==> src/rtl/mrm_pkg.sv <==
package mrm_pkg;

   typedef enum logic [1:0] {
      RC_INVALID = 2'd0,
      RC_LOW     = 2'd1,
      RC_MID     = 2'd2,
      RC_HIGH    = 2'd3
   } ratio_code_e;

endpackage

==> src/rtl/mrm_edge_sync.sv <==
module mrm_edge_sync #(
   parameter int STAGES = 2
) (
   input  logic clk_i,
   input  logic rst_ni,
   input  logic async_i,
   output logic rise_o
);

   if (STAGES < 2) begin : g_bad_stages
      $error("mrm_edge_sync: STAGES must be at least 2");
   end

   logic [STAGES-1:0] sync_q;
   logic              prev_q;

   always_ff @(posedge clk_i or negedge rst_ni) begin
      if (!rst_ni) begin
         sync_q <= '0;
         prev_q <= 1'b0;
      end else begin
         sync_q <= {sync_q[STAGES-2:0], async_i};
         prev_q <= sync_q[STAGES-1];
      end
   end

   assign rise_o = sync_q[STAGES-1] & ~prev_q;

endmodule

==> src/rtl/mrm_period_counter.sv <==
module mrm_period_counter #(
   parameter int LR_TIMEOUT = 1024,
   parameter int CNT_W      = $clog2(LR_TIMEOUT + 1)
) (
   input  logic             clk_i,
   input  logic             rst_ni,
   input  logic             mclk_rise_i,
   input  logic             lr_rise_i,
   output logic             meas_stb_o,
   output logic [CNT_W-1:0] meas_cnt_o,
   output logic             lr_loss_o
);

   localparam logic [CNT_W-1:0] CNT_SAT  = CNT_W'(LR_TIMEOUT);
   localparam logic [CNT_W-1:0] CNT_LAST = CNT_W'(LR_TIMEOUT - 1);

   logic [CNT_W-1:0] cnt_q;

   always_ff @(posedge clk_i or negedge rst_ni) begin
      if (!rst_ni) begin
         cnt_q <= '0;
      end else if (lr_rise_i) begin
         cnt_q <= mclk_rise_i ? CNT_W'(1) : '0;
      end else if (mclk_rise_i && cnt_q != CNT_SAT) begin
         cnt_q <= cnt_q + CNT_W'(1);
      end
   end

   assign meas_stb_o = lr_rise_i;
   assign meas_cnt_o = cnt_q;
   assign lr_loss_o  = mclk_rise_i && !lr_rise_i && (cnt_q == CNT_LAST);

   p_count_bounded_r7 : assert property (@(posedge clk_i) disable iff (!rst_ni)
      cnt_q <= CNT_SAT);

   p_lr_loss_single_r7 : assert property (@(posedge clk_i) disable iff (!rst_ni)
      lr_loss_o |=> !lr_loss_o);

endmodule

==> src/rtl/mrm_mclk_watchdog.sv <==
module mrm_mclk_watchdog #(
   parameter int MCLK_TIMEOUT = 64,
   parameter int WD_W         = $clog2(MCLK_TIMEOUT + 1)
) (
   input  logic clk_i,
   input  logic rst_ni,
   input  logic mclk_rise_i,
   output logic loss_stb_o,
   output logic absent_o
);

   localparam logic [WD_W-1:0] WD_SAT  = WD_W'(MCLK_TIMEOUT);
   localparam logic [WD_W-1:0] WD_LAST = WD_W'(MCLK_TIMEOUT - 1);

   logic [WD_W-1:0] idle_q;

   always_ff @(posedge clk_i or negedge rst_ni) begin
      if (!rst_ni) begin
         idle_q <= '0;
      end else if (mclk_rise_i) begin
         idle_q <= '0;
      end else if (idle_q != WD_SAT) begin
         idle_q <= idle_q + WD_W'(1);
      end
   end

   assign loss_stb_o = !mclk_rise_i && (idle_q == WD_LAST);
   assign absent_o   = !mclk_rise_i && (idle_q == WD_SAT);

   p_idle_bounded_r8 : assert property (@(posedge clk_i) disable iff (!rst_ni)
      idle_q <= WD_SAT);

   p_loss_then_absent_r8 : assert property (@(posedge clk_i) disable iff (!rst_ni)
      loss_stb_o |=> (absent_o || mclk_rise_i));

endmodule

==> src/rtl/mrm_qualifier.sv <==
module mrm_qualifier
   import mrm_pkg::*;
#(
   parameter int NOM_LOW   = 256,
   parameter int NOM_MID   = 384,
   parameter int NOM_HIGH  = 512,
   parameter int TOLERANCE = 2,
   parameter int CNT_W     = 11
) (
   input  logic             clk_i,
   input  logic             rst_ni,
   input  logic             meas_stb_i,
   input  logic [CNT_W-1:0] meas_cnt_i,
   input  logic             lr_loss_i,
   input  logic             mclk_loss_i,
   input  logic             mclk_absent_i,
   output ratio_code_e      ratio_o,
   output logic             valid_o,
   output logic             fault_o
);

   localparam int NUM_RATIOS = 3;
   localparam int NOMS [NUM_RATIOS] = '{NOM_LOW, NOM_MID, NOM_HIGH};

   function automatic ratio_code_e classify(input logic [CNT_W-1:0] c);
      ratio_code_e code;
      code = RC_INVALID;
      for (int k = 0; k < NUM_RATIOS; k++) begin
         if (c >= CNT_W'(NOMS[k] - TOLERANCE) && c <= CNT_W'(NOMS[k] + TOLERANCE)) begin
            code = ratio_code_e'(2'(k + 1));
         end
      end
      return code;
   endfunction

   ratio_code_e meas_code;
   ratio_code_e cand_q;
   ratio_code_e ratio_q;
   logic        armed_q;
   logic        valid_q;
   logic        fault_q;

   assign meas_code = classify(meas_cnt_i);

   always_ff @(posedge clk_i or negedge rst_ni) begin
      if (!rst_ni) begin
         armed_q <= 1'b0;
         cand_q  <= RC_INVALID;
         ratio_q <= RC_INVALID;
         valid_q <= 1'b0;
         fault_q <= 1'b0;
      end else begin
         fault_q <= 1'b0;
         if (lr_loss_i || mclk_loss_i) begin
            fault_q <= valid_q;
            valid_q <= 1'b0;
            ratio_q <= RC_INVALID;
            cand_q  <= RC_INVALID;
            armed_q <= 1'b0;
         end else if (meas_stb_i) begin
            if (!armed_q || mclk_absent_i) begin
               armed_q <= !mclk_absent_i;
            end else if (meas_code == RC_INVALID) begin
               fault_q <= valid_q;
               valid_q <= 1'b0;
               ratio_q <= RC_INVALID;
               cand_q  <= RC_INVALID;
            end else if (valid_q) begin
               if (meas_code != ratio_q) begin
                  fault_q <= 1'b1;
                  valid_q <= 1'b0;
                  ratio_q <= RC_INVALID;
                  cand_q  <= meas_code;
               end
            end else if (meas_code == cand_q) begin
               valid_q <= 1'b1;
               ratio_q <= meas_code;
            end else begin
               cand_q <= meas_code;
            end
         end
      end
   end

   assign ratio_o = ratio_q;
   assign valid_o = valid_q;
   assign fault_o = fault_q;

   p_fault_only_on_drop_r9 : assert property (@(posedge clk_i) disable iff (!rst_ni)
      fault_q |-> (!valid_q && $past(valid_q)));

   p_drop_raises_fault_r9 : assert property (@(posedge clk_i) disable iff (!rst_ni)
      (!valid_q && $past(valid_q)) |-> fault_q);

   p_zero_when_invalid_r11 : assert property (@(posedge clk_i) disable iff (!rst_ni)
      !valid_q |-> (ratio_q == RC_INVALID));

   p_code_when_valid_r11 : assert property (@(posedge clk_i) disable iff (!rst_ni)
      valid_q |-> (ratio_q != RC_INVALID));

   p_hold_while_valid_r4 : assert property (@(posedge clk_i) disable iff (!rst_ni)
      (valid_q && $past(valid_q)) |-> $stable(ratio_q));

   p_rise_needs_measure_r3 : assert property (@(posedge clk_i) disable iff (!rst_ni)
      $rose(valid_q) |-> $past(meas_stb_i));

   p_lr_loss_clears_r7 : assert property (@(posedge clk_i) disable iff (!rst_ni)
      lr_loss_i |=> !valid_q);

   p_mclk_loss_clears_r8 : assert property (@(posedge clk_i) disable iff (!rst_ni)
      mclk_loss_i |=> !valid_q);

endmodule

==> src/rtl/clk_ratio_monitor.sv <==
module clk_ratio_monitor #(
   parameter int SYNC_STAGES  = 2,
   parameter int NOM_LOW      = 256,
   parameter int NOM_MID      = 384,
   parameter int NOM_HIGH     = 512,
   parameter int TOLERANCE    = 2,
   parameter int LR_TIMEOUT   = 1024,
   parameter int MCLK_TIMEOUT = 64
) (
   input  logic       clk_i,
   input  logic       rst_ni,
   input  logic       mclk_i,
   input  logic       lrclk_i,
   output logic [1:0] ratio_o,
   output logic       valid_o,
   output logic       fault_o
);

   import mrm_pkg::*;

   localparam int CNT_W   = $clog2(LR_TIMEOUT + 1);
   localparam int N_CLKS  = 2;
   localparam int IDX_MCK = 0;
   localparam int IDX_LRC = 1;

   if (TOLERANCE < 0 || NOM_LOW <= TOLERANCE) begin : g_bad_tol
      $error("clk_ratio_monitor: tolerance out of range");
   end
   if (NOM_LOW + TOLERANCE >= NOM_MID - TOLERANCE ||
       NOM_MID + TOLERANCE >= NOM_HIGH - TOLERANCE) begin : g_bad_order
      $error("clk_ratio_monitor: ratio windows overlap or are unordered");
   end
   if (NOM_HIGH + TOLERANCE >= LR_TIMEOUT) begin : g_bad_lr_to
      $error("clk_ratio_monitor: frame timeout too short for largest ratio");
   end
   if (MCLK_TIMEOUT < 4) begin : g_bad_mck_to
      $error("clk_ratio_monitor: master-clock timeout too short");
   end

   logic [N_CLKS-1:0] raw_clk;
   logic [N_CLKS-1:0] clk_rise;

   assign raw_clk[IDX_MCK] = mclk_i;
   assign raw_clk[IDX_LRC] = lrclk_i;

   for (genvar g = 0; g < N_CLKS; g++) begin : g_sync
      mrm_edge_sync #(.STAGES(SYNC_STAGES)) i_sync (
         .clk_i  (clk_i),
         .rst_ni (rst_ni),
         .async_i(raw_clk[g]),
         .rise_o (clk_rise[g])
      );
   end

   logic             meas_stb;
   logic [CNT_W-1:0] meas_cnt;
   logic             lr_loss;
   logic             mclk_loss;
   logic             mclk_absent;
   ratio_code_e      ratio_code;

   mrm_period_counter #(.LR_TIMEOUT(LR_TIMEOUT), .CNT_W(CNT_W)) i_counter (
      .clk_i      (clk_i),
      .rst_ni     (rst_ni),
      .mclk_rise_i(clk_rise[IDX_MCK]),
      .lr_rise_i  (clk_rise[IDX_LRC]),
      .meas_stb_o (meas_stb),
      .meas_cnt_o (meas_cnt),
      .lr_loss_o  (lr_loss)
   );

   mrm_mclk_watchdog #(.MCLK_TIMEOUT(MCLK_TIMEOUT)) i_watchdog (
      .clk_i      (clk_i),
      .rst_ni     (rst_ni),
      .mclk_rise_i(clk_rise[IDX_MCK]),
      .loss_stb_o (mclk_loss),
      .absent_o   (mclk_absent)
   );

   mrm_qualifier #(
      .NOM_LOW  (NOM_LOW),
      .NOM_MID  (NOM_MID),
      .NOM_HIGH (NOM_HIGH),
      .TOLERANCE(TOLERANCE),
      .CNT_W    (CNT_W)
   ) i_qualifier (
      .clk_i        (clk_i),
      .rst_ni       (rst_ni),
      .meas_stb_i   (meas_stb),
      .meas_cnt_i   (meas_cnt),
      .lr_loss_i    (lr_loss),
      .mclk_loss_i  (mclk_loss),
      .mclk_absent_i(mclk_absent),
      .ratio_o      (ratio_code),
      .valid_o      (valid_o),
      .fault_o      (fault_o)
   );

   assign ratio_o = ratio_code;

   p_fault_single_r9 : assert property (@(posedge clk_i) disable iff (!rst_ni)
      fault_o |=> !fault_o);

endmodule

==> config.mk <==
export PLATFORM = sky130hd
export DESIGN_NAME = clk_ratio_monitor
export DESIGN_NICKNAME = d
export VERILOG_FILES = /design/src/rtl/mrm_pkg.sv /design/src/rtl/mrm_edge_sync.sv /design/src/rtl/mrm_period_counter.sv /design/src/rtl/mrm_mclk_watchdog.sv /design/src/rtl/mrm_qualifier.sv /design/src/rtl/clk_ratio_monitor.sv
export SDC_FILE = /design/constraint.sdc
export NUM_CORES = 1
export LEC_CHECK = 0
export ABC_AREA = 1
export BUFFER_PORTS_ARGS = -buffer_cell sky130_fd_sc_hd__buf_2
export CORE_MARGIN = 8
export CORE_UTILIZATION = 50
export DETAILED_ROUTE_END_ITERATION = 8
export PLACE_DENSITY_LB_ADDON = 0.25
export SLEW_MARGIN = 30
export SYNTH_ARGS = -nofsm -noshare
export SYNTH_HDL_FRONTEND = slang
export SYNTH_SLANG_ARGS = --single-unit
==> constraint.sdc <==
create_clock -name clk_i -period 1.7 [get_ports clk_i]
set_clock_uncertainty 0.15 [all_clocks]
set_input_delay 0.085 -clock clk_i [delete_from_list [all_inputs] [get_ports clk_i]]
set_output_delay 0.085 -clock clk_i [all_outputs]
set_load 0.005 [all_outputs]
# After elaboration in Yosys (flattened, before gate mapping)
# Index checks and enable logic that the tools add are counted.
# word_totals
regBits	31
out_inout_bits	4
wordCells	95
# classes
n_addsub	2
order_cmp	6
n_eq_ne	10
n_mux	38
n_bitwise	4
n_reduce_logical	24
# ops
cell	count
$mux 2	16
$ge 11x9->1 const B	2
$le 11x9->1 const B	2
$mux 11	2
$mux 1	18
$mux 7	2
$add 11x1->11 const B	1
$eq 11x10->1 const B	1
$ge 11x8->1 const B	1
$le 11x10->1 const B	1
$ne 11x11->1 const B	1
$logic_and 1x1->1	8
$reduce_and 4->1	2
$reduce_bool 2->1	4
$add 7x1->7 const B	1
$eq 7x6->1 const B	1
$eq 7x7->1 const B	1
$ne 7x7->1 const B	1
$logic_not 1->1	4
$ne 4x1->1 const B	1
$ne 4x4->1 const B	1
$reduce_and 2->1	2
$reduce_bool 4->1	1
$and 1x1->1	2
other kinds (6)	8

# Logic depth before layout (Yosys ltp)
# Gate-level depths: netlist of run 1.
# logic_depth
word_depth	12
depth_mapped	15
ltp_nobuf	15

# Hierarchy
# A second synthesis of run 1 with hierarchy kept.
# hier_totals
cells_unflattened	300
hier_area_um2	2072.0
# by_module_without_submodules
mod	instances	cells_per_inst	area_each_um2	seq_area_each_um2
mrm_period_counter	1	106	743.2	275.3
mrm_qualifier	1	126	724.4	175.2
mrm_mclk_watchdog	1	58	434.2	175.2
mrm_edge_sync	2	5	85.1	75.1

# Worst setup path before layout of run 1
# OpenSTA, ideal clock, no wires.
# synth_timing
path_type	register to register
from	register i_counter.cnt_q[0] (netlist: i_counter.meas_cnt_o[0])
to	register i_qualifier.ratio_q[1] (netlist: i_qualifier.ratio_o[1])
arrival_time_ps	1502
setup_slack_ps	-69
path_stages_with_launch	15
path_buffers	0
path_cell_list	dfrtp_1 -> inv_1 -> ha_1 -> inv_1 -> nor2_1 -> nand2_1 -> nand3_1 -> nand2_1 -> nand2_1 -> nand2_1 -> clkinv_1 -> nand3_4 -> nand3_2 -> nand2_1 -> nand2_1
# synth_via
elab_chain_len	10
word_cells_on_any_way	29
classes_between	order compare (6); eq/ne (5); mux (9); reduce/logical (9)
# synth_rtl
item	line	text
start, declared	mrm_period_counter.sv:17	logic [CNT_W-1:0] cnt_q;
start signal, assigned	mrm_period_counter.sv:23	cnt_q <= mclk_rise_i ? CNT_W'(1) : '0;
start signal, assigned	mrm_period_counter.sv:25	cnt_q <= cnt_q + CNT_W'(1);
$ge 11x9->1, or another cell as far along	mrm_qualifier.sv:29	if (c >= CNT_W'(NOMS[k] - TOLERANCE) && c <= CNT_W'(NOMS[k] + TOLERANCE)) begin
$logic_and 1x1->1	mrm_qualifier.sv:29	
$mux 2 or $mux 1 (tied branches)	mrm_qualifier.sv:29	
$mux 2	mrm_qualifier.sv:29	
$mux 2, on equally long branches	mrm_qualifier.sv:75, mrm_qualifier.sv:29	
$mux 2 or $logic_not 2->1 (tied branches)	mrm_qualifier.sv:68, mrm_qualifier.sv:63	
$mux 2	mrm_qualifier.sv:63	end else if (meas_code == RC_INVALID) begin
$mux 2	mrm_qualifier.sv:61	if (!armed_q || mclk_absent_i) begin
$mux 2	mrm_qualifier.sv:60	end else if (meas_stb_i) begin
$mux 2	mrm_qualifier.sv:54	if (lr_loss_i || mclk_loss_i) begin
end signal, assigned	mrm_qualifier.sv:77	ratio_q <= meas_code;
end, declared	mrm_qualifier.sv:38	ratio_code_e ratio_q;
# Parallel ways exist; a longest one is shown, timed or not. The select of a mux whose other input is x is not followed.
# A chain may end at the register's enable or synchronous reset.

# Worst setup path in the final report of run 1
# layout_timing
from	register i_counter.cnt_q[1] (netlist: i_counter.meas_cnt_o[1])
to	register i_qualifier.ratio_q[0] (netlist: i_qualifier.ratio_o[0])
# layout_via
elab_chain_len	11
word_cells_on_any_way	29
classes_between	order compare (6); eq/ne (5); mux (9); reduce/logical (9)
# layout_rtl
item	line	text
$ge 11x8->1 or $le 11x9->1 (tied branches)	mrm_qualifier.sv:29	
$logic_and 1x1->1	mrm_qualifier.sv:29	
$mux 1	mrm_qualifier.sv:29	
$mux 2 (2 in series)	mrm_qualifier.sv:29	
$mux 2	mrm_qualifier.sv:75	end else if (meas_code == cand_q) begin
$mux 2	mrm_qualifier.sv:68	end else if (valid_q) begin
$mux 2	mrm_qualifier.sv:63	
$mux 2	mrm_qualifier.sv:61	
$mux 2	mrm_qualifier.sv:60	
$mux 2	mrm_qualifier.sv:54	
# Parallel ways exist; a longest one is shown, timed or not. The select of a mux whose other input is x is not followed.

==> results of run 1 <==
[synth_stat cells]
library cell / count
xor2_1: 2
o21ai_1: 2
clkinv_1: 1
nand2_1: 54
clkbuf_1: 1
nor3_1: 6
nand3_1: 18
nand2_2: 12
a31oi_1: 1
o211ai_1: 1
nand3_2: 3
nand3_4: 1
a2bb2oi_1: 1
nor4_1: 2
o21a_1: 1
dfrtp_1: 31
inv_1: 38
inv_2: 1
nor2_4: 1
o21ai_0: 10
nand4_1: 6
nor2_1: 29
nor2_2: 6
ha_1: 5
a21oi_2: 1
nand3b_1: 2
a21oi_1: 12
[timing repair]
action	4_1_cts	5_1_grt
endpoints found under the setup margin	13	20
hold buffers	3	0
pin swaps	12	33
hold endpoints to repair	33	0
setup buffers	2	10
resized for setup	33	74
[cells in the final DEF (no fill, tap or decap), types with 2 or more instances in the layout]
master,instances
nand3_4,4
inv_1,33
nand4_1,6
o21ai_0,4
nand3_2,9
dfrtp_1,22
a21oi_4,2
clkbuf_8,5
dfrtp_2,9
dlygate4sd3_1,3
nand2_1,35
nand2_2,22
nand3b_1,2
a21oi_2,4
o21ai_1,5
nor3_2,4
buf_4,43
nor2_2,9
ha_4,3
inv_2,4
buf_2,7
nand3_1,9
xor2_1,2
nor2_1,18
nor2_4,9
nand2_4,9
a21oi_1,7
bufinv_16,2
o21ai_2,3
inv_4,2
buf_6,7
[logic make-up (layout without fill, tap and decap cells)]
kind of cell / count (synthesis) / after routing / synth area share (%)
and+or+nand+nor: 140 / 140 / 36.4
DFF: 31 / 31 / 42.2
xor gates and xnor gates: 2 / 2 / 0.954
adders and majority gates: 5 / 5 / 3.41
buffers and inverters: 41 / 108 / 8.38
AOI/OAI and AO/OA: 29 / 29 / 8.65
[power by group through the flow]
| stage | sequential, W | clock [W] | combinational (W) |
|---|---|---|---|
| 3_3_place_gp | 0.000867 | 0 | 0.000360 |
| 2_1_floorplan | 0.000861 | 0 | 0.000199 |
| 5_1_grt | 0.000902 | 0.000902 | 0.000639 |
| 4_1_cts | 0.000864 | 0.000877 | 0.000430 |
| 3_5_place_dp | 0.000871 | 0 | 0.000370 |
| 6_report | 0.000893 | 0.000878 | 0.000598 |
[flip-flops by register name (all words and copies together) (netlist names)]
name / cells
g_sync.i_sync.sync_q: 4
i_qualifier.armed_q: 1
i_qualifier.ratio_o: 2
i_watchdog.idle_q: 7
g_sync.i_sync.prev_q: 2
i_qualifier.valid_o: 1
i_counter.meas_cnt_o: 11
i_qualifier.cand_q: 2
i_qualifier.fault_o: 1
[through the flow]
step	setup TNS, ns	cell area [um^2]
final	-1.68	2880
after global placement	-0.726	2230
after floorplan	0	1850
after detailed placement	-1.18	2230
after global routing	-3.17	2880
after CTS	-0.774	2520
[worst min path at each step]
stage,slack (ns),to
detailed placement,0.02,g_sync[1].i_sync.sync_q[0]
global route,0.20,g_sync[1].i_sync.sync_q[1]
global placement,0.01,g_sync[1].i_sync.sync_q[0]
finish,0.20,g_sync[0].i_sync.sync_q[1]
CTS,0.20,g_sync[0].i_sync.sync_q[1]
floorplan,-0.36,g_sync[0].i_sync.prev_q
[metal layers]
metal  share of wire (%)  up-vias
met5                   0        -
met4                 2.6        0
met3                 3.0       15
met2                  55       42
met1                  40      878
li1                    -      931
[area by class of cell]
class | instances | area share, %
well taps | 48 | 2.09
clock buffers | 6 | 2.52
repair buffers | 60 | 16.2
inverters | 40 | 5.44
clock inverters | 2 | 2.09
multi-input cells | 176 | 44.3
flip-flops and latches | 31 | 27.4
==> metrics.md, run 1 <==
| Metric | Value |
|---|---|
| Area grow syn2layout | 56.5% |
| Worst-path cell chain | inv_2, nor2_1, nand2_1, nor2_1, nand2_1, nand2_2, nand2_4, nand2_4, nand2_4, nand2_4, nand2_2, nand2_2, nand3_2, nand2_2, nand2_1 |
| CP endpoint kind | register |
| Final WS setup | -0.235 ns |
| Critical Path RT | 1.72 ns |
| Root Driver | clkbuf_8 |
| Rel. slew slack | 54.0% |
| Vias | 1866 |
| CP arrival | 1.96 ns |
| Failing checks | setup timing |
| Largest net degree at the start of global routing | 32 |
| Port buffer count | 7 |
| Flop pwr share | 37.7% |
| Clk pwr share | 37.1% |
| First-pass GRT wire length | 7650 um |
| Worst-skew pair later-pin latency | 0.29 ns |
| Outcome | complete, but fails checks |
| Total GRT Usage | 15.9% |
| Post-Syn Nets | 257 |
| Met1 Resource Use GR | 17.6% |
| Initial Utilization | 50.9% |
| Syn Inst Count | 248 |
| Crit path max-delay cell type | dfrtp_2 |
| Reg-to-Reg End | i_qualifier.ratio_o[0] |
| Slowest cell delay on critical path | 0.48 ns |
| Dominant cell type by area after synthesis | dfrtp_1 |
| Buf/Inv on CP | 1 |
| Register area share after synthesis | 42.2% |
| Total power | 0.00237 W |
| Fin Hold WS | 0.199 ns |
| R2R cell count | 15 |
| Synth top area cells | dfrtp_1, nand2_1, inv_1, nor2_1, nand3_1 |
| Clk sinks | 31 |
| Nets | 323 |
| Syn avg cell area | 7.41 um^2 |
| Synth warn | 0 |
| Core Box Area | 0.00361 mm^2 |
| Net Sw Power | 0.000698 W |
| Distinct cells, synth | 27 |
| GR peak layer | met2 |
| Comb pwr share | 25.2% |
| Number of iterations in the first detailed-routing pass | 4 |
| Pwr Density | 824 mW/mm^2 |
| Final Cycle Share | 114% |
| P_int | 0.00167 W |
| Sequential cell area | 787 um^2 |
| Longest Clk Path Bufs | 2 |
| FP Rows | 22 |
| Critical path peak fanout | 5 |
| GR Util met2 | 28.5% |
| Die W | 76.6 um |
| Total grt overflow | 0 |
| Slew Viols, Final | 0 |
| DR iter-0 viols | 79 |
| Min-Delay Path Depth | 0 |
| Post-detail-place hpwl | 3100 um |
| # DRC | 0 |
| Avg Vias per Cell | 5.14 |
| Dpl ws | -0.159 ns |
| Final Setup Violations | 14 |
| Antenna violations before repair | 0 |
| Vias in the first global route | 1766 |
| #FFs+latches synth | 31 |
| Clk slew on worst S/H paths | 0.07 ns |
| Critical path startpoint | i_counter.meas_cnt_o[1] |
| Fraction of layout instances using a drive strength above 1 | 51.4% |
| Syn Std Cell Area | 0.00184 mm^2 |
| Min-delay worst type | reg2reg |
| Leak | 1.40 nW |
| Fmax | 517 MHz |
| Minimum clock period | 1.94 ns |
| # IOs | 8 |
| Final Hold Viols | 0 |
| Die area | 0.00587 mm^2 |
| Gp weighted congestion | 0.845 |
| CP Launch Type | register |
| Antenna Nets Post-Route | 0 |
| Cts bufs inserted | 5 |
| H-Tree Level Count | 2 |
| CP delay by family, top | simple AND/OR/NAND/NOR gates |
| Final Util | 79.7% |
| Worst Tran Pin Value | 0.690 ns |
| Routed WL | 5240 um |
| FILL cells | 226 |
| Critical path endpoint | i_qualifier.ratio_o[0] |
| Unrepaired setup endpoints after global routing | true |
| Net Sw Frac | 29.4% |
| Area of the multi-input gates | 0.00127 mm^2 |
| Critical path depth | 15 |
| Critical R2R Launch | i_counter.meas_cnt_o[1] |
| WS Path Type | reg2reg |
| Worst IR Drop VDD | 0.610 mV |
| Post-Layout Cell Count | 363 |
| Max Cap Viol | 0 |
| Synth top area share | 42.2% |
| Met3 Resource Use GR | 3.18% |
| Min-delay src | g_sync[0].i_sync.sync_q[0] |
| WL per Instance | 14.4 um |
| Diode count | 0 |
| Placed Cells | 340 |
| TritonCTS clock tree | yes |
| Flop2flop setup slack | -0.24 ns |
| Die H | 76.6 um |
Note: power is estimated with default switching activity, not from simulation.
==> run 2: changes to the inputs <==
--- a/config.mk
+++ b/config.mk
@@ -6,9 +6,10 @@
 export NUM_CORES = 1
 export LEC_CHECK = 0
 export ABC_AREA = 1
-export BUFFER_PORTS_ARGS = -buffer_cell sky130_fd_sc_hd__buf_2
+export BUFFER_PORTS_ARGS = -buffer_cell sky130_fd_sc_hd__buf_4
 export CORE_MARGIN = 8
 export CORE_UTILIZATION = 50
+export CTS_CLUSTER_DIAMETER = 40
 export DETAILED_ROUTE_END_ITERATION = 8
 export PLACE_DENSITY_LB_ADDON = 0.25
 export SLEW_MARGIN = 30
==> run 2 against run 1 <==
  * The flow still finishes with violations (setup timing)
  * Cell count shrank 0.83%
  * Routed wire length shrank 9.7%
  * Sequential share of layout area grew 1.7 points
  * Non-clock buffer count decreased by 3
  * Sequential power down 3.6%
  * Utilization down 5.5 points
  * Critical path type unchanged
==> metrics.md, run 2 (synthesized netlist as in run 1, its figures left out) <==
| Metric | Value |
|---|---|
| Port buffer count | 7 |
| Critical path startpoint | i_counter.meas_cnt_o[1] |
| # DRC | 0 |
| Antenna violations before repair | 0 |
| Setup_tns | -1.71 ns |
| Total grt overflow | 0 |
| Area grow syn2layout | 45.8% |
| Slowest cell delay on critical path | 0.43 ns |
| Post-Layout Cell Count | 360 |
| Unrepaired setup endpoints after global routing | true |
| Vias | 1834 |
| Max FFs per register | 11 |
| Final Hold Viols | 0 |
| Outcome | complete, but fails checks |
| DR iter-0 viols | 113 |
| Min-delay worst type | in2async |
| Crit path max-delay cell type | dfrtp_1 |
| CP Launch Type | register |
| Core Box Area | 0.00361 mm^2 |
| Fin Hold WS | 0.119 ns |
| CP arrival | 1.93 ns |
| Die H | 76.6 um |
| Fraction of layout instances using a drive strength above 1 | 40.4% |
| Dpl ws | -0.169 ns |
| Worst-path cell chain | inv_2, ha_1, nand4_1, nand2_2, nand2_4, nand3_4, nor2_4, nand2_1, o21ai_1, nor2_2 |
| Final Cycle Share | 112% |
| Diode count | 0 |
| WL per Instance | 13.1 um |
| Critical Path RT | 1.73 ns |
| Critical R2R Launch | i_counter.meas_cnt_o[1] |
| Total GRT Usage | 15.6% |
| Fmax | 524 MHz |
| Commonest non-fill, non-tap cell in the layout | buf_4 |
| Worst Tran Pin Value | 0.406 ns |
| Minimum clock period | 1.91 ns |
| Worst IR Drop VDD | 0.761 mV |
| Antenna Nets Post-Route | 0 |
| Routed WL | 4730 um |
| Most frequent cells in the layout | buf_4, nand2_1, inv_1 |
| Slew Viols, Final | 0 |
| First-pass GRT wire length | 7490 um |
| Final Util | 74.3% |
| H-Tree Level Count | 2 |
| Clk slew on worst S/H paths | 0.07 ns |
| # IOs | 8 |
| Max Cap Viol | 0 |
| FILL cells | 272 |
| Failing checks | setup timing |
| Critical path peak fanout | 5 |
| Avg Vias per Cell | 5.09 |
| Worst-skew pair later-pin latency | 0.29 ns |
| Longest Clk Path Bufs | 2 |
| Post-detail-place hpwl | 3120 um |
| CP endpoint kind | register |
| WS Path Type | reg2reg |
| Largest net degree at the start of global routing | 32 |
| Root Driver | clkbuf_8 |
| Cts bufs inserted | 5 |
| Final Setup Violations | 15 |
| Leak | 1.34 nW |
| Placed Cells | 343 |
| Rel. slew slack | 72.9% |
| Vias in the first global route | 1702 |
| TritonCTS clock tree | yes |
| Initial Utilization | 50.9% |
| Final WS setup | -0.207 ns |
| Number of iterations in the first detailed-routing pass | 4 |
| Gp weighted congestion | 0.896 |
| FP Rows | 22 |
| Nets | 320 |
| Pwr Density | 828 mW/mm^2 |
| Die W | 76.6 um |
| Die area | 0.00587 mm^2 |
| Clk sinks | 31 |
==> run 2: changes by cell type in the layout (fill, tap and decap cells not counted), moves of 4 or more <==
cell	delta
nor2_4	-5
buf_4	+5
buf_2	-7
dfrtp_1	+6
dfrtp_2	-6
nand2_4	-7
nand3_1	+4
nand2_2	-4
nand2_1	+11
==> run 2: area by class of cell <==
cell class	instances	area, um^2	area share, %
repair buffers	57	458	17.1
multi-input cells	176	1100	40.9
well taps	48	60.1	2.24
clock inverters	2	60.1	2.24
flip-flops and latches	31	779	29.1
clock buffers	6	72.6	2.71
inverters	40	151	5.65
==> run 2: what timing repair did <==
item / 4_1_cts / 5_1_grt
hold buffers: 3 / 0
buffers inserted: 1 / 5
gates resized for setup: 12 / 42
setup endpoints to repair: 12 / 18
hold endpoints to repair: 33 / 0
pin swaps: 7 / 20
==> run 2: per-stage QoR <==
| stage | area [um^2] | total power (W) |
|---|---|---|
| floorplan | 1850 | 0.00106 |
| global placement | 2270 | 0.00124 |
| detailed placement | 2270 | 0.00124 |
| CTS | 2480 | 0.00214 |
| global route | 2680 | 0.00234 |
| finish | 2680 | 0.00222 |
==> run 2: worst paths after layout <==
kind / endpoint / slack [ns] / cells after the start
max reg2reg: i_counter.meas_cnt_o[9] / -0.21 / 10
min reg2reg: g_sync[0].i_sync.sync_q[1] / 0.20 / 0
min in group clk_i: g_sync[0].i_sync.sync_q[1] / 0.20 / 0
max in group asynchronous: i_counter.meas_cnt_o[9] / 0.96 / 2
min: i_counter.meas_cnt_o[0] / 0.12 / 2
max: i_counter.meas_cnt_o[9] / -0.21 / 10
==> run 2: layer usage <==
metal,up-vias,global-route usage [%],share of wire [%]
li1,921,-,-
met1,873,17.8,41
met2,26,26.4,52
met3,14,4.48,3.5
met4,0,7.31,2.7
met5,-,0,0
==> run 2: where the power goes <==
group | leakage [nW] | switching [W] | internal, W
sequential | 0.404 | 0.0000612 | 0.000800
combinational | 0.869 | 0.000260 | 0.000227
clock | 0.0654 | 0.000284 | 0.000586
total | 1.34 | 0.000606 | 0.00161
==> run 2: worst max-delay path, delay by kind of cell (launching register included) <==
kind	cells	cell delay (ns)
buffers and inverters	1	0.08
DFF	1	0.43
and+or+nand+nor	7	0.78
AOI/OAI and AO/OA	1	0.18
adders and majority gates	1	0.19
==> run 3: changes to the inputs <==
--- a/config.mk
+++ b/config.mk
@@ -6,11 +6,12 @@
 export NUM_CORES = 1
 export LEC_CHECK = 0
 export ABC_AREA = 1
-export BUFFER_PORTS_ARGS = -buffer_cell sky130_fd_sc_hd__buf_4
 export CORE_MARGIN = 8
 export CORE_UTILIZATION = 50
 export CTS_CLUSTER_DIAMETER = 40
 export DETAILED_ROUTE_END_ITERATION = 8
+export DONT_BUFFER_PORTS = 1
+export GPL_TIMING_DRIVEN = 0
 export PLACE_DENSITY_LB_ADDON = 0.25
 export SLEW_MARGIN = 30
 export SYNTH_ARGS = -nofsm -noshare
==> constraint.sdc (replaced) <==
create_clock -name clk_i -period 1.7 [get_ports clk_i]
set_clock_uncertainty 0.15 [all_clocks]
set_input_delay 0.425 -clock clk_i [delete_from_list [all_inputs] [get_ports clk_i]]
set_output_delay 0.425 -clock clk_i [all_outputs]
set_load 0.005 [all_outputs]
==> run 3 against run 2 <==
  * The run still ends with setup timing left
  * Flip-flop and latch count unchanged
  * Cell count shrank 8.9%
  * Clock-buffer cell count unchanged
  * Critical path depth is 2 higher
  * Largest cell class unchanged
==> metrics.md, run 3 (synthesized netlist as in run 1, its figures left out) <==
| Metric | Value |
|---|---|
| CP delay by family, top | simple AND/OR/NAND/NOR gates |
| Dpl ws | -0.230 ns |
| Number of iterations in the first detailed-routing pass | 4 |
| Antenna Nets Post-Route | 0 |
| Nets | 288 |
| Outcome | complete, but fails checks |
| Area grow syn2layout | 31.9% |
| # DRC | 0 |
| Port buffer count | 0 |
| Initial Utilization | 50.9% |
| Worst-skew pair later-pin latency | 0.28 ns |
| Worst Tran Pin Value | 0.322 ns |
| Worst IR Drop VDD | 0.562 mV |
| Pwr Density | 880 mW/mm^2 |
| First-pass GRT wire length | 6580 um |
| Final Cycle Share | 110% |
| Post-detail-place hpwl | 2510 um |
| Buf/Inv on CP | 1 |
| Max FFs per register | 11 |
| Leak | 1.16 nW |
| Fmax | 535 MHz |
| Total grt overflow | 0 |
| Setup_tns | -0.975 ns |
| Die H | 76.6 um |
| FP Rows | 22 |
| Total GRT Usage | 13.5% |
| WS Path Type | reg2reg |
| Fin Hold WS | 0.0153 ns |
| Clk slew on worst S/H paths | 0.07 ns |
| Final Setup Violations | 11 |
| Root Driver | clkbuf_8 |
| Slowest cell delay on critical path | 0.45 ns |
| Largest net degree at the start of global routing | 32 |
| Most common cell on crit path | nand2_1 |
| Cts bufs inserted | 5 |
| Fraction of layout instances using a drive strength above 1 | 35.4% |
| Longest Clk Path Bufs | 2 |
| Final WS setup | -0.170 ns |
| Min-delay worst type | in2reg |
| Final Hold Viols | 0 |
| # IOs | 8 |
| Most frequent cells in the layout | nand2_1, inv_1, dfrtp_1 |
| Die W | 76.6 um |
| FILL cells | 278 |
| TritonCTS clock tree | yes |
| Routed WL | 4080 um |
| Rel. slew slack | 78.5% |
| Max Cap Viol | 0 |
| Diode count | 0 |
| Area of the multi-input gates | 0.00108 mm^2 |
| Worst-path cell chain | nor2_2, nand2_1, nand2_1, nor2_1, nor2_2, nand3_1, nand2_1, clkinv_2, nand3_4, nand3_2, nand2_1, nand2_1 |
| Failing checks | setup timing |
| CP Launch Type | register |
| Antenna violations before repair | 0 |
| Clk sinks | 31 |
| Critical Path RT | 1.72 ns |
| DR iter-0 viols | 109 |
| CP arrival | 1.89 ns |
| Die area | 0.00587 mm^2 |
| H-Tree Level Count | 2 |
| CP endpoint kind | register |
| Unrepaired setup endpoints after global routing | true |
| Sequential cell area | 785 um^2 |
| WL per Instance | 12.4 um |
| Crit path max-delay cell type | dfrtp_2 |
| Core Box Area | 0.00361 mm^2 |
| Vias | 1696 |
| Avg Vias per Cell | 5.17 |
| Vias in the first global route | 1538 |
| Minimum clock period | 1.87 ns |
| Commonest non-fill, non-tap cell in the layout | nand2_1 |
| Critical path peak fanout | 6 |
| Gp weighted congestion | 0.850 |
| Slew Viols, Final | 0 |
==> run 3: cell type report <==
type | count | share of cell area [%]
inverters | 40 | 6.25
flip-flops and latches | 31 | 32.4
plain buffers | 1 | 0.207
clock buffers | 6 | 3.00
repair buffers | 24 | 8.68
multi-input cells | 176 | 44.5
clock inverters | 2 | 2.48
well taps | 48 | 2.48
==> run 3: repair_timing <==
action	4_1_cts	5_1_grt
resized for setup	24	32
setup endpoints to repair	15	18
pin swaps	10	15
setup buffers	11	11
hold buffers	2	0
hold endpoints to repair	31	0
==> run 3: power breakdown <==
part / switching, W / internal [W]
combinational: 0.000231 / 0.000169
clock: 0.000274 / 0.000586
sequential: 0.0000705 / 0.000802
==> run 3: through the flow <==
stage / total power (W) / util [%] / cells / instance area, um^2
global route: 0.00222 / 67.2 / 328 / 2420
detailed placement: 0.00111 / 53.0 / 296 / 1910
CTS: 0.00209 / 62.0 / 317 / 2230
global placement: 0.00111 / 53.0 / 296 / 1910
floorplan: 0.00106 / - / 248 / 1850
finish: 0.00213 / 67.2 / 328 / 2420
==> run 3: final timing paths <==
| path | start | to | slack [ns] | cells past startpoint |
|---|---|---|---|---|
| hold reg to reg | g_sync[0].i_sync.sync_q[0] | g_sync[0].i_sync.sync_q[1] | 0.20 | 0 |
| hold / removal | mclk_i | g_sync[0].i_sync.sync_q[0] | 0.02 | 0 |
| min in group asynchronous | rst_ni | g_sync[0].i_sync.sync_q[1] | 0.43 | 2 |
| max in group asynchronous | rst_ni | i_counter.meas_cnt_o[9] | 0.78 | 2 |
| setup reg to reg | i_counter.meas_cnt_o[9] | i_qualifier.cand_q[0] | -0.17 | 12 |
| setup / recovery | i_counter.meas_cnt_o[9] | i_qualifier.cand_q[0] | -0.17 | 12 |
==> run 3: metal layers <==
metal,wire length (um),global-route usage [%],vias to the layer above
li1,-,-,856
met1,1800,15.3,795
met5,0,0,-
met4,114,6.92,0
met3,138,2.95,11
met2,2020,23.3,34
